$ cat config.mk
export PLATFORM = sky130hd
export DESIGN_NAME = wb_commit
export DESIGN_NICKNAME = d
export VERILOG_FILES = /design/src/rtl/wb_commit.sv
export SDC_FILE = /design/constraint.sdc
export NUM_CORES = 1
export LEC_CHECK = 0
export BUFFER_PORTS_ARGS = -buffer_cell sky130_fd_sc_hd__buf_2
export CORE_MARGIN = 5
export CORE_UTILIZATION = 40
export DETAILED_ROUTE_END_ITERATION = 8
export PLACE_DENSITY_LB_ADDON = 0.15
export SYNTH_ARGS = -nofsm -noshare
export SYNTH_HDL_FRONTEND = slang
export SYNTH_SLANG_ARGS = --single-unit
$ cat constraint.sdc
create_clock -name clk -period 6.6 [get_ports clk]
set_clock_uncertainty 0.1 [all_clocks]
set_input_delay 0.66 -clock clk [delete_from_list [all_inputs] [get_ports clk]]
set_output_delay 0.66 -clock clk [all_outputs]
set_load 0.01 [all_outputs]
$ cat src/rtl/wb_commit.sv
module wb_commit #(
  parameter int GPR_NUM  = 8,
  parameter int VEC_NUM  = 4,
  parameter int VEC_W    = 64,
  parameter int SB_DEPTH = 8,
  parameter int PC_W     = 32,
  parameter int RESET_PC = 0,
  parameter int IDX_W    = $clog2(GPR_NUM + VEC_NUM) + 1,
  parameter int GA_W     = $clog2(GPR_NUM > 1 ? GPR_NUM : 2),
  parameter int VA_W     = $clog2(VEC_NUM > 1 ? VEC_NUM : 2)
) (
  input  logic             clk,
  input  logic             rst_n,
  input  logic             ret_valid,
  input  logic [1:0]       ret_kind,
  input  logic [1:0]       ret_fmt,
  input  logic [31:0]      ret_value,
  input  logic [VEC_W-1:0] ret_vdata,
  input  logic             sb_push,
  input  logic [IDX_W-1:0] sb_push_idx,
  output logic             gpr_we,
  output logic [GA_W-1:0]  gpr_waddr,
  output logic [31:0]      gpr_wdata,
  output logic             vr_we,
  output logic [VA_W-1:0]  vr_waddr,
  output logic [VEC_W-1:0] vr_wdata,
  output logic [PC_W-1:0]  pc,
  output logic             squash,
  output logic             sb_clear,
  output logic             err
);
  localparam int PTR_W = $clog2(SB_DEPTH > 1 ? SB_DEPTH : 2);
  localparam int CNT_W = $clog2(SB_DEPTH + 1);
  localparam logic [1:0] K_NOP = 2'd1, K_STORE = 2'd2, K_JAL = 2'd3;
  localparam logic [1:0] F_INV = 2'd0, F_R = 2'd1, F_I = 2'd2, F_J = 2'd3;
  localparam logic [IDX_W-1:0] N_GPR = IDX_W'(GPR_NUM);
  localparam logic [IDX_W-1:0] N_ALL = IDX_W'(GPR_NUM + VEC_NUM);

  logic [IDX_W-1:0] q_mem [SB_DEPTH];
  logic [PTR_W-1:0] rd_p, wr_p;
  logic [CNT_W-1:0] cnt;
  logic [PC_W-1:0]  pc_q;
  logic             err_q;

  logic live, is_wr, taken, q_empty, pop, push_ok;
  logic [IDX_W-1:0] head;

  assign live    = ret_valid && !err_q && ret_kind != K_NOP && ret_fmt != F_INV;
  assign is_wr   = live && (ret_fmt == F_R || ret_fmt == F_I) && ret_kind != K_STORE;
  assign taken   = live && ret_fmt == F_J && $signed(ret_value) > 0;
  assign q_empty = (cnt == '0);
  assign pop     = is_wr && !q_empty;
  assign head    = q_mem[rd_p];
  assign push_ok = sb_push && !taken && (cnt != CNT_W'(SB_DEPTH) || pop);

  assign gpr_we    = (pop && head < N_GPR) || (taken && ret_kind == K_JAL);
  assign gpr_waddr = taken ? GA_W'(1) : head[GA_W-1:0];
  assign gpr_wdata = taken ? 32'(PC_W'(pc_q + 1'b1)) : ret_value;
  assign vr_we     = pop && head >= N_GPR && head < N_ALL;
  assign vr_waddr  = VA_W'(head - N_GPR);
  assign vr_wdata  = ret_vdata;
  assign squash    = taken;
  assign sb_clear  = taken;
  assign pc        = pc_q;
  assign err       = err_q;

  always_ff @(posedge clk)
    if (push_ok) q_mem[wr_p] <= sb_push_idx;

  always_ff @(posedge clk) begin
    if (!rst_n) begin
      rd_p  <= '0;
      wr_p  <= '0;
      cnt   <= '0;
      pc_q  <= PC_W'(RESET_PC);
      err_q <= 1'b0;
    end else begin
      err_q <= err_q || (is_wr && (q_empty || head >= N_ALL));
      if (taken) pc_q <= PC_W'(ret_value);
      else if (live) pc_q <= pc_q + 1'b1;
      if (taken) begin
        rd_p <= '0;
        wr_p <= '0;
        cnt  <= '0;
      end else begin
        if (push_ok) wr_p <= (wr_p == PTR_W'(SB_DEPTH - 1)) ? '0 : wr_p + 1'b1;
        if (pop)     rd_p <= (rd_p == PTR_W'(SB_DEPTH - 1)) ? '0 : rd_p + 1'b1;
        cnt <= cnt + CNT_W'(push_ok) - CNT_W'(pop);
      end
    end
  end

  AST_QUIET_NOP: assert property (@(posedge clk) disable iff (!rst_n)
    ret_valid && (ret_kind == K_NOP || ret_fmt == F_INV) |-> !gpr_we && !vr_we && !squash);
  AST_NOP_PC_HOLD: assert property (@(posedge clk) disable iff (!rst_n)
    ret_valid && (ret_kind == K_NOP || ret_fmt == F_INV) |=> pc == $past(pc));
  AST_STORE_NO_WRITE: assert property (@(posedge clk) disable iff (!rst_n)
    ret_valid && ret_kind == K_STORE |-> !gpr_we && !vr_we);
  AST_ONE_PORT: assert property (@(posedge clk) disable iff (!rst_n)
    !(gpr_we && vr_we));
  AST_ERR_STICKY: assert property (@(posedge clk) disable iff (!rst_n)
    err |=> err);
  AST_ERR_BLOCKS: assert property (@(posedge clk) disable iff (!rst_n)
    err |-> !gpr_we && !vr_we && !squash);
  AST_JUMP_TARGET: assert property (@(posedge clk) disable iff (!rst_n)
    squash |=> pc == $past(PC_W'(ret_value)));
  AST_JAL_LINK: assert property (@(posedge clk) disable iff (!rst_n)
    squash && ret_kind == K_JAL |-> gpr_we && gpr_waddr == GA_W'(1));
endmodule

==> run metrics <==
synthesized area per cell ~9.1 µm²; Skew-Pair Late Insertion Delay around 340 ps; most used cell along the critical path buf_2; top_reg_cell synth dfxtp_1; Clock Sinks 86; Die H around 130 µm; synthesized flop and latch total 86; vias in the first global route around 4,500; pre-CTS setup slack approximately 2400 ps; register area share after synthesis 37.5%; DRC 0; syn nets approximately 740; initial core utilization 40.8%; CTS tree built; Max rail drop VDD ~0.14 mV; worst hold margin a little under 400 ps; crit path kind primary input to output port; CP delay by family, top compound AO/OA/AOI/OAI gates; critical-path cell list buf_2 > nor4_1 > nand4_1 > o21ai_4 > inv_2 > a32o_1 > buf_2; min cycle time layout 4300 ps; H-tree Lvls 3; Final GP Congestion approximately 0.82; Placed Instances 815; Chip Width ~130 µm; setup TNS 0 ps; CTS max path bufs 2; multi-input logic area between 2000 and 3000 µm²; final setup margin roughly 2300 ps; Post-synth EDFFs 40; critical path depth 7; Ant. Diodes 0; register area 2120 µm²; Total Wirelength between 15,000 and 20,000 µm; Synth area leaders edfxtp_1, dfxtp_1, buf_4, nand2_1, mux4_2; critical path arrival ~3500 ps; Hold Vio Cnt, Final 0; Yosys top cell by area edfxtp_1; max incr delay on CP between 700 and 800 ps; GRT Overall Usage 18.4%; TritonCTS Buffers 9; Max-Cap Viols 0; first-pass GRT wire length around 24,000 µm; Post-Synthesis Cells just over 600; worst setup path end gpr_we; routed vias between 4,000 and 5,000; worst r2r path cells 6; worst slew pin tran roughly 1000 ps; crit end category output port; YS warnings 0; Final ANT Viol Nets 0; post-CTS sizing 0; nets@finish roughly 770; wire per inst 19.1 µm; DR iter-0 viols between 400 and 500; hpwl dp around 11,000 µm; number of buffers added on ports roughly 120; final setup violation count 0; full die area 16,600 µm²; outcome finished clean; Worst path slowest cell o21ai_4; worst-path fanout max 48; unrepaired setup endpoints after global routing false; # rows between 40 and 50; Final Cycle Share 65.1%; post-route insts no fill between 800 and 900; worst r2r src err; commonest cells after routing, fill and taps aside buf_2, nand2_1, dfxtp_1, edfxtp_1, o21ai_0; commonest non-fill, non-tap cell in the layout buf_2; gr ovfl total 0; relative slew slack about a third; Fill cells roughly 1,400; RR Endpoint pc[6]; share of layout cells above drive strength 1 roughly 25%; CP startpoint ret_value[8]; vias per inst approximately 5.8; CTS Root Cell clkbuf_16; worst min path class register to register; Async S/R FF share, synth 0%; reg-to-reg slack, setup ~3600 ps; FMAX about 0.23 GHz; Leak about 2.4 nW; initial antenna violation count 1; synthesized area around 5700 µm²; Pre-Repair DR Iteration Count 4; Hold Buf Count CTS 0; Post-CTS Setup Bufs 0; Max Slew Vio Count 0; Worst-path clk slew 60 ps; largest net degree at the start of global routing 71; post-synth top area share 21.2%; WP buf/inv 3; area grow syn2layout 8.22%; power per cell area 225 nW/µm²; Startpoint Class primary input; critical path required time around 6000 ps; Core Footprint 13,900 µm²; Cell variety after synth between 60 and 70; I/O pin count between 200 and 250
-- worst min-delay path by stage --
| stage | startpoint | end | slack [ps] | depth (start not counted) |
|---|---|---|---|---|
| floorplan | wr_p[2] | wr_p[2] | 360 | 2 |
| global placement | pc[31] | pc[31] | 380 | 2 |
| detailed placement | pc[31] | pc[31] | 380 | 2 |
| CTS | pc[31] | pc[31] | 390 | 2 |
| global route | wr_p[2] | wr_p[2] | 430 | 2 |
| finish | pc[31] | pc[31] | 390 | 2 |
-- cell usage after synthesis, types with 15 or more instances --
master    count
nor3_1       15
nand3_1      26
o21ai_0      34
buf_2        16
nand2_1      73
buf_4        68
nor2_1       29
nand4_1      19
dfxtp_1      46
a21oi_1      22
xor2_1       19
edfxtp_1     40
-- per-layer routing --
metal	wire, µm	vias up	share of wire, %	track usage [%]
met5	13	-	0.082	0
li1	-	2277	-	-
met4	263	2	1.7	5.62
met3	1070	32	6.8	4.57
met1	6860	2297	43	23.9
met2	7640	180	48	30.4
-- power breakdown --
group	internal (mW)	switching, mW
logic	0.110	0.144
registers	0.589	0.0300
clock network	0.268	0.236
total	0.967	0.410
-- worst register-to-register path: cells and delay by family, from the launching register on --
| family | cells | cell delay (ps) |
|---|---|---|
| AND/OR/NAND/NOR | 2 | 810 |
| buffers and inverters | 1 | 740 |
| flip-flops | 1 | 330 |
| AO/OA/AOI/OAI | 3 | 930 |
-- through the flow --
step                      area, µm²  util, %  power [mW]
after floorplan                5660        -       0.832
after global placement         5830     42.0       0.880
after detailed placement       5830     42.0       0.886
after CTS                      6130     44.1        1.39
after global routing           6130     44.1        1.44
final                          6130     44.1        1.38
-- cell families (layout without fill, tap and decap cells) --
logic type	Yosys count	in the layout	synth area share, %
multiplexers	20	20	5.79
AND/OR/NAND/NOR	237	237	23.0
buffers and inverters	115	147	12.7
XOR/XNOR	30	30	4.64
flip-flops	86	86	37.5
AO/OA/AOI/OAI	118	118	13.4
adder cells (fa/ha/maj)	13	13	3.01
-- layout make-up --
| class | count | area share (%) |
|---|---|---|
| clock buffers | 9 | 3.68 |
| well taps | 180 | 3.68 |
| flip-flops and latches | 86 | 34.6 |
| inverters | 10 | 0.613 |
| multi-input cells | 418 | 46.2 |
| repair buffers | 121 | 10.0 |
| clock inverters | 7 | 1.21 |
-- state kept, by name, indices dropped and copies added (netlist names), named ones only --
name and count:
err 1, cnt 4, q_mem 40, rd_p 3, wr_p 3, pc 32
No activity file was read; power rests on OpenSTA's default activity.
